<file path="config.mk">
export PLATFORM = sky130hd
export DESIGN_NAME = byte_fifo_pair
export DESIGN_NICKNAME = d
export VERILOG_FILES = /design/src/rtl/fifo_pair_pkg.sv /design/src/rtl/fifo_flush_fsm.sv /design/src/rtl/fifo_core.sv /design/src/rtl/byte_fifo_pair.sv
export SDC_FILE = /design/constraint.sdc
export NUM_CORES = 1
export LEC_CHECK = 0
export ABC_CLOCK_PERIOD_IN_PS = 6000
export BUFFER_PORTS_ARGS = -buffer_cell sky130_fd_sc_hd__buf_2
export CAP_MARGIN = 20
export CORE_MARGIN = 8
export CORE_UTILIZATION = 60
export CTS_CLUSTER_SIZE = 20
export DETAILED_ROUTE_END_ITERATION = 8
export GPL_TIMING_DRIVEN = 0
export HOLD_SLACK_MARGIN = 0.08
export PLACE_DENSITY = 0.79
export SLEW_MARGIN = 25
export SYNTH_ARGS = -nofsm -noshare
export SYNTH_HDL_FRONTEND = slang
export SYNTH_HIERARCHICAL = 1
export SYNTH_SLANG_ARGS = --single-unit
</file>
<file path="constraint.sdc">
create_clock -name clk -period 6 [get_ports clk]
set_input_delay 1.8 -clock clk [delete_from_list [all_inputs] [get_ports clk]]
set_output_delay 1.8 -clock clk [all_outputs]
set_load 0.005 [all_outputs]
</file>
<file path="src/rtl/fifo_pair_pkg.sv">
package fifo_pair_pkg;
    typedef enum logic {
        FL_IDLE = 1'b0,
        FL_RUN  = 1'b1
    } flush_state_t;

    localparam int unsigned TX_IDX       = 0;
    localparam int unsigned RX_IDX       = 1;
    localparam int unsigned TX_FLUSH_BIT = 7;
    localparam int unsigned RX_FLUSH_BIT = 8;
endpackage

</file>
<file path="src/rtl/fifo_flush_fsm.sv">
module fifo_flush_fsm
    import fifo_pair_pkg::*;
#(
    parameter int unsigned FLUSH_CYCLES = 4
) (
    input  logic clk,
    input  logic rst_n,
    input  logic start,
    output logic busy,
    output logic clear
);
    localparam int unsigned CW = (FLUSH_CYCLES > 1) ? $clog2(FLUSH_CYCLES) : 1;

    flush_state_t state, nxt;
    logic [CW-1:0] cnt;

    always_ff @(posedge clk) begin
        if (!rst_n) begin
            state <= FL_IDLE;
            cnt   <= '0;
        end else begin
            state <= nxt;
            if (state == FL_IDLE) cnt <= '0;
            else                  cnt <= cnt + 1'b1;
        end
    end

    always_comb begin
        nxt = state;
        unique case (state)
            FL_IDLE: if (start) nxt = FL_RUN;                        // START
            FL_RUN:  if (cnt == CW'(FLUSH_CYCLES - 1)) nxt = FL_IDLE; // DONE
            default: nxt = FL_IDLE;
        endcase
    end

    always_comb begin
        busy  = (state == FL_RUN);
        clear = busy | start;
    end
endmodule

</file>
<file path="src/rtl/fifo_core.sv">
module fifo_core #(
    parameter int unsigned DEPTH = 16,
    parameter int unsigned WIDTH = 8
) (
    input  logic                         clk,
    input  logic                         rst_n,
    input  logic                         clear,
    input  logic                         push,
    input  logic [WIDTH-1:0]             push_data,
    input  logic                         pop,
    output logic [WIDTH-1:0]             head_data,
    output logic [$clog2(DEPTH+1)-1:0]   level,
    output logic                         full,
    output logic                         empty
);
    localparam int unsigned AW = $clog2(DEPTH);
    localparam int unsigned LW = $clog2(DEPTH + 1);

    logic [WIDTH-1:0] mem [DEPTH];
    logic [AW-1:0]    wr_ptr, rd_ptr;
    logic             push_ok, pop_ok;

    assign full    = (level == LW'(DEPTH));
    assign empty   = (level == '0);
    assign push_ok = push & ~clear & ~full;
    assign pop_ok  = pop & ~clear & ~empty;

    function automatic logic [AW-1:0] wrap_inc(input logic [AW-1:0] p);
        return (p == AW'(DEPTH - 1)) ? '0 : p + 1'b1;
    endfunction

    always_ff @(posedge clk) begin
        if (!rst_n || clear) begin
            wr_ptr <= '0;
            rd_ptr <= '0;
            level  <= '0;
        end else begin
            if (push_ok) wr_ptr <= wrap_inc(wr_ptr);
            if (pop_ok)  rd_ptr <= wrap_inc(rd_ptr);
            level <= level + LW'(push_ok) - LW'(pop_ok);
        end
    end

    always_ff @(posedge clk) begin
        if (push_ok) mem[wr_ptr] <= push_data;
    end

    assign head_data = empty ? '0 : mem[rd_ptr];
endmodule

</file>
<file path="src/rtl/byte_fifo_pair.sv">
module byte_fifo_pair
    import fifo_pair_pkg::*;
#(
    parameter int unsigned DEPTH        = 16,
    parameter int unsigned WIDTH        = 8,
    parameter int unsigned FLUSH_CYCLES = 4
) (
    input  logic                       clk,
    input  logic                       rst_n,
    input  logic                       ctrl_wr,
    input  logic [8:7]                 ctrl_wdata,
    output logic [8:7]                 ctrl_rdata,
    input  logic [$clog2(DEPTH)-1:0]   tx_thresh,
    input  logic [$clog2(DEPTH)-1:0]   rx_thresh,
    input  logic                       host_tx_wr,
    input  logic [WIDTH-1:0]           host_tx_data,
    input  logic                       host_rx_rd,
    output logic [WIDTH-1:0]           host_rx_data,
    input  logic                       eng_tx_rd,
    output logic [WIDTH-1:0]           eng_tx_data,
    input  logic                       eng_rx_wr,
    input  logic [WIDTH-1:0]           eng_rx_data,
    output logic [$clog2(DEPTH+1)-1:0] tx_level,
    output logic                       tx_empty,
    output logic                       tx_nearly_empty,
    output logic                       tx_full,
    output logic                       tx_overrun,
    output logic [$clog2(DEPTH+1)-1:0] rx_level,
    output logic                       rx_empty,
    output logic                       rx_nearly_full,
    output logic                       rx_full
);
    localparam int unsigned LW = $clog2(DEPTH + 1);

    logic [1:0]       fl_start, fl_busy, fl_clear;
    logic [1:0]       q_push, q_pop, q_full, q_empty;
    logic [WIDTH-1:0] q_din  [2];
    logic [WIDTH-1:0] q_head [2];
    logic [LW-1:0]    q_level[2];

    assign q_push[TX_IDX] = host_tx_wr;
    assign q_din[TX_IDX]  = host_tx_data;
    assign q_pop[TX_IDX]  = eng_tx_rd;
    assign q_push[RX_IDX] = eng_rx_wr;
    assign q_din[RX_IDX]  = eng_rx_data;
    assign q_pop[RX_IDX]  = host_rx_rd;

    generate
        for (genvar i = 0; i < 2; i++) begin : g_q
            localparam int unsigned FB = (i == 0) ? TX_FLUSH_BIT : RX_FLUSH_BIT;

            assign fl_start[i] = ctrl_wr & ctrl_wdata[FB];

            fifo_flush_fsm #(.FLUSH_CYCLES(FLUSH_CYCLES)) u_flush (
                .clk   (clk),
                .rst_n (rst_n),
                .start (fl_start[i]),
                .busy  (fl_busy[i]),
                .clear (fl_clear[i])
            );

            fifo_core #(.DEPTH(DEPTH), .WIDTH(WIDTH)) u_fifo (
                .clk       (clk),
                .rst_n     (rst_n),
                .clear     (fl_clear[i]),
                .push      (q_push[i]),
                .push_data (q_din[i]),
                .pop       (q_pop[i]),
                .head_data (q_head[i]),
                .level     (q_level[i]),
                .full      (q_full[i]),
                .empty     (q_empty[i])
            );
        end
    endgenerate

    assign ctrl_rdata[TX_FLUSH_BIT] = fl_busy[TX_IDX];
    assign ctrl_rdata[RX_FLUSH_BIT] = fl_busy[RX_IDX];

    assign eng_tx_data     = q_head[TX_IDX];
    assign tx_level        = q_level[TX_IDX];
    assign tx_empty        = q_empty[TX_IDX];
    assign tx_full         = q_full[TX_IDX];
    assign tx_nearly_empty = (q_level[TX_IDX] <= LW'(tx_thresh));

    assign host_rx_data    = q_head[RX_IDX];
    assign rx_level        = q_level[RX_IDX];
    assign rx_empty        = q_empty[RX_IDX];
    assign rx_full         = q_full[RX_IDX];
    assign rx_nearly_full  = (q_level[RX_IDX] >= LW'(rx_thresh));

    always_ff @(posedge clk) begin
        if (!rst_n) tx_overrun <= 1'b0;
        else        tx_overrun <= host_tx_wr & q_full[TX_IDX] & ~fl_clear[TX_IDX];
    end
endmodule

</file>
# ---- Yosys cells after proc, flatten, opt, wreduce, memory -nomap -nowiden
# Memories as Yosys holds them, arrays and structs flattened. A register that Yosys moved wholly into a read port is not among the register bits.
# Cells that the tools add are included.
dict set report classes {
  add_sub_neg 10
  magnitude_cmp 2
  n_eq_ne 8
  mux 20
  n_bitwise 22
  n_reduce_logical 7
}
# operator n
set ops {}
lappend ops {{4-bit two-way mux} 8}
lappend ops {{4-bit by 1-bit adder with 4-bit output (second input constant)} 4}
lappend ops {{4-bit == test (second input constant)} 4}
lappend ops {{8-bit two-way mux} 2}
lappend ops {{1-bit bitwise AND} 12}
lappend ops {{5-bit by 1-bit adder with 5-bit output} 2}
lappend ops {{5-bit == test (second input constant)} 2}
lappend ops {{5-bit logical NOT} 2}
lappend ops {{5-bit by 1-bit subtractor with 5-bit output} 2}
lappend ops {{1-bit two-way mux} 8}
lappend ops {{1-bit inverter} 8}
lappend ops {{5-bit by 4-bit greater-or-equal comparator with 1-bit output} 1}
lappend ops {{5-bit by 4-bit less-or-equal comparator with 1-bit output} 1}
lappend ops {{2-bit by 1-bit adder with 2-bit output (second input constant)} 2}
lappend ops {{2-bit == test (second input constant)} 2}
lappend ops {{1-bit one-hot mux with 2 select lines} 2}
lappend ops {{2-bit AND reduction} 2}
lappend ops {{1-bit logical OR} 2}
lappend ops {{1-bit bitwise OR} 2}
lappend ops {{1-bit logical NOT} 1}
dict set report totals {
  regBits 33
  ram_bits 256
  in_bits 33
  elab_cells 82
  n_memories 2
}
# memory depth word_bits read_ports rd_ports_with_merged_regs write_ports line
set memory_table {}
lappend memory_table {{g_q[0].u_fifo.mem} 16 8 1 1 1 fifo_core.sv:19} ;# logic [WIDTH-1:0] mem [DEPTH];
lappend memory_table {{g_q[1].u_fifo.mem} 16 8 1 1 1 fifo_core.sv:19}

# ---- Longest topological paths before layout
dict set report depth {
  depth_word 7
  ltp_mapped 13
  mapped_depth_nobuf 12
}

# ---- Cells and area by module
# Netlist, hierarchy kept.
# module n_inst cells_per_inst area_each_um2
set modules_own_cells {}
lappend modules_own_cells {{fifo_core at g_q[0].u_fifo} 1 324 5916.9}
lappend modules_own_cells {{fifo_core at g_q[1].u_fifo} 1 326 5916.9}
lappend modules_own_cells {byte_fifo_pair 1 33 246.5}
lappend modules_own_cells {fifo_flush_fsm 2 10 106.4}

# ---- Least setup slack after synthesis
# No wires, ideal clock.
dict set report synth_path {
  path_kind {input to output}
  from {input port rx_thresh[2]}
  to {output port rx_nearly_full}
  t_arrival_ns 2.752
  t_required_ns 4.200
  setup_slack_ns 1.448
  stages 5
  path_buffers 0
  cell_sequence {inv_1 -> ha_1 -> a21oi_2 -> nor2b_1 -> or4_1}
}
dict set report synth_between {
  elab_chain_cells 1
}
# element line
set synth_lines {}
lappend synth_lines {{start: declaration} byte_fifo_pair.sv:14} ;# input logic [$clog2(DEPTH)-1:0] rx_thresh,
lappend synth_lines {{5-bit by 4-bit greater-or-equal comparator with 1-bit output} byte_fifo_pair.sv:90} ;# assign rx_nearly_full = (q_level[RX_IDX] >= LW'(rx_thresh));
lappend synth_lines {{end: declaration} byte_fifo_pair.sv:30} ;# output logic rx_nearly_full,
# No other way between the ends.

# ---- Worst setup path in the final report
# Same ends and word-level chain as after synthesis.

==> impl_metrics.py <==
metrics = {
    "run_status": {
        "run_status": "finished, final reports clean",
    },
    "min_path": {
        "min-delay-start": "g_q[0].u_flush/cnt[0]",
        "hold_path_depth": 1,
        "hold_class": "reg -> reg",
    },
    "sta": {
        "finClkSkew_ns": 0.0164,
        "tns_ns": 0,
        "fmax_mhz": 209,
        "timing.final.setup_violations": 0,
        "slew_viol_final": 0,
        "maxSlewHeadroom_pct": 34.9,
        "final-hold-violation-count": 0,
        "worst-slew-pin-transition_ns": 0.972,
        "period_minus_slack_ns": 4.79,
        "post-route-period-util_pct": 79.9,
        "grt_setup_unrepaired": "no",
    },
    "synthesis": {
        "synth_top_cells_by_area": "edfxtp_1 (63%), mux4_2 (8.4%), dfxtp_1 (6.7%), mux4_1 (3.8%), ha_1 (3.1%)",
        "async_flop_share_pct": 0,
        "synth_area_mm2": 0.0123,
        "synth_enable_flop_cells": 256,
        "yosysUniqueCellTypes": 48,
        "synth_flop_cell": "edfxtp_1",
        "yosys_register_bits": 297,
        "yosysWarningCount": 6,
        "avgSynthCellArea_um2": 17.5,
        "synth-seq-area-share_pct": 69.2,
        "synth_nets": 768,
        "yosysTopAreaCell": "edfxtp_1",
        "synth_cells": 703,
        "synth_top_area_share_pct": 62.5,
    },
    "finish": {
        "flow.area_growth_from_synthesis_pct": 13.9,
        "commonest_non_fill_non_tap_cells_in_the_layout": "edfxtp_1 (256), buf_2 (78), nor2_1 (54), mux4_2 (46), dfxtp_1 (41)",
        "n_antenna_cell": 0,
        "final_common_cell": "edfxtp_1",
        "layout.cells.non_filler": 1096,
        "layout-drive-gt1-share_pct": 23.8,
        "fin_nets": 867,
    },
    "worst_setup_path": {
        "rr_worst_depth": 13,
        "worst_setup_path_start_kind": "input port",
        "critical_path_peak_fanout": 2,
        "setup.worst_path.class": "in -> out",
        "crit_arrival_ns": 2.99,
        "cp.required_ns": 4.20,
        "ff_to_ff_start": "g_q[1].u_fifo/level[2]",
        "worstSetupEndpointType": "output pin",
        "crit_path_start": "rx_thresh[2]",
    },
    "clocking": {
        "clock-root-buffer": "clkbuf_16",
        "clock_pin_slew_on_the_worst_setup_and_hold_paths_ns": 0.06,
        "clock_path_buffers": 3,
        "cts_sinks": 297,
        "ctsHoldBuffers": 0,
        "ctsHtreeMaxLevel": 1,
        "tritoncts": "built",
        "cts_buffers": 30,
        "cts_resized": 0,
        "clock_latency_ns": 0.54,
        "post_cts_repair_setup_buffers": 0,
    },
    "route": {
        "drt_wl_cell_um": 22.5,
        "post-route-drc-count": 0,
        "dr.pass1.iters": 5,
        "antenna_left": 0,
        "via_per_inst": 6.07,
        "detail_route.wirelength_um": 24700,
        "vias": 6652,
        "drt_first_iter_violations": 468,
    },
    "placed_design": {
        "place_congestion": 0.803,
        "io_port_bufs": 67,
        "detailed_place_hpwl_um": 16400,
        "place_inst": 1040,
    },
    "floorplan": {
        "boundary_pins": 68,
        "floorplan.initialDensity_pct": 60.9,
        "fp.dieArea_mm2": 0.0253,
        "die_w_um": 159,
        "rows": 52,
        "core_mm2": 0.0202,
        "chipHeight_um": 159,
    },
    "grt": {
        "grt_pass1_vias": 7086,
        "grt_max_degree": 17,
        "globalRouteOverflowTotal": 0,
        "initial_antenna_violation_count": 0,
        "grt_first_pass_wirelength_um": 39200,
        "global_route.usage.total_pct": 19.5,
    },
    "flow_run": {
        "drv.max_cap_violation_count": 0,
    },
    "pwr": {
        "ir_drop_uv": 299,
        "static-leakage-power_nw": 4.76,
        "power.density_cell_area_mw_per_mm2": 356,
    },
}
-- state kept, by name (all words and copies together), names as in the netlist, named ones only --
register	flops
g_q.u_fifo/rd_ptr	8
g_q.u_fifo/level	10
g_q.u_flush/cnt	4
g_q.u_fifo/mem	256
g_q.u_fifo/wr_ptr	8
g_q.u_flush/busy	2
tx_overrun	1
-- synthesized netlist by cell type, drive strengths merged (3+ instances only) --
cell	number
nor2	54
mux4	64
ha	30
nor2b	17
edfxtp	256
dfxtp	41
nand2	22
and3	6
xor2	4
a21oi	22
buf	28
nor3	9
nand2b	10
nand3	7
a211oi	32
xnor2	8
mux2i	20
clkbuf	11
inv	26
or3b	3
o21ai	5
-- power by group --
part / total, mW / internal, mW / switching, mW
Combinational: 0.792 / 0.353 / 0.439
Clock: 1.86 / 1.11 / 0.755
Sequential: 2.33 / 2.29 / 0.0355
Total: 4.98 / 3.75 / 1.23
-- per-layer routing --
metal	wire (um)	global-route usage, %	vias up
met1	10100	24.6	3406
met3	1550	3.31	32
met5	0	0	-
met4	395	5.23	0
met2	12700	34.5	250
li1	-	-	2964
-- worst max-delay path, stage by stage --
cell     delay, ns
buf_2         0.08
inv_1         0.03
ha_1          0.31
a21oi_2       0.12
nor2b_1       0.05
or4_1         0.46
buf_2         0.14
-- final cells by class --
cell class / instances / area (um^2)
clock inverters: 21 / 201
inverters: 26 / 97.6
repair buffers: 67 / 335
well taps: 270 / 338
clock buffers: 35 / 791
multi-input cells: 341 / 3470
fillers: 1232 / 6170
flip-flops and latches: 297 / 8510
plain buffers: 39 / 253
-- final timing paths --
path                       endpoint  slack (ns)
max                  rx_nearly_full        1.21
min           g_q[0].u_flush/cnt[0]        0.44
max reg2reg  g_q[1].u_fifo/level[4]        2.96
min reg2reg   g_q[0].u_flush/cnt[0]        0.44
-- cell families after synthesis --
logic type,share of synthesized area (%)
AO/OA/AOI/OAI,3.70
AND/OR/NAND/NOR,6.10
adder cells (fa/ha/maj),3.38
XOR/XNOR,0.855
flip-flops,69.2
buffers and inverters,2.85
multiplexers,13.9
-- per-stage QoR --
step / total power [mW] / hold slack [ns] / setup slack [ns] / instance area [um^2] / utilization (%)
after floorplan: 2.87 / 0.396 / 1.45 / 12300 / -
after global placement: 3.12 / 0.402 / 1.24 / 13000 / 64.3
after detailed placement: 3.16 / 0.429 / 1.21 / 13000 / 64.5
after CTS: 5.00 / 0.438 / 1.20 / 14000 / 69.4
after global routing: 5.17 / 0.453 / 1.13 / 14000 / 69.4
final: 4.98 / 0.436 / 1.21 / 14000 / 69.4
Note: power is estimated with default switching activity, not from simulation.
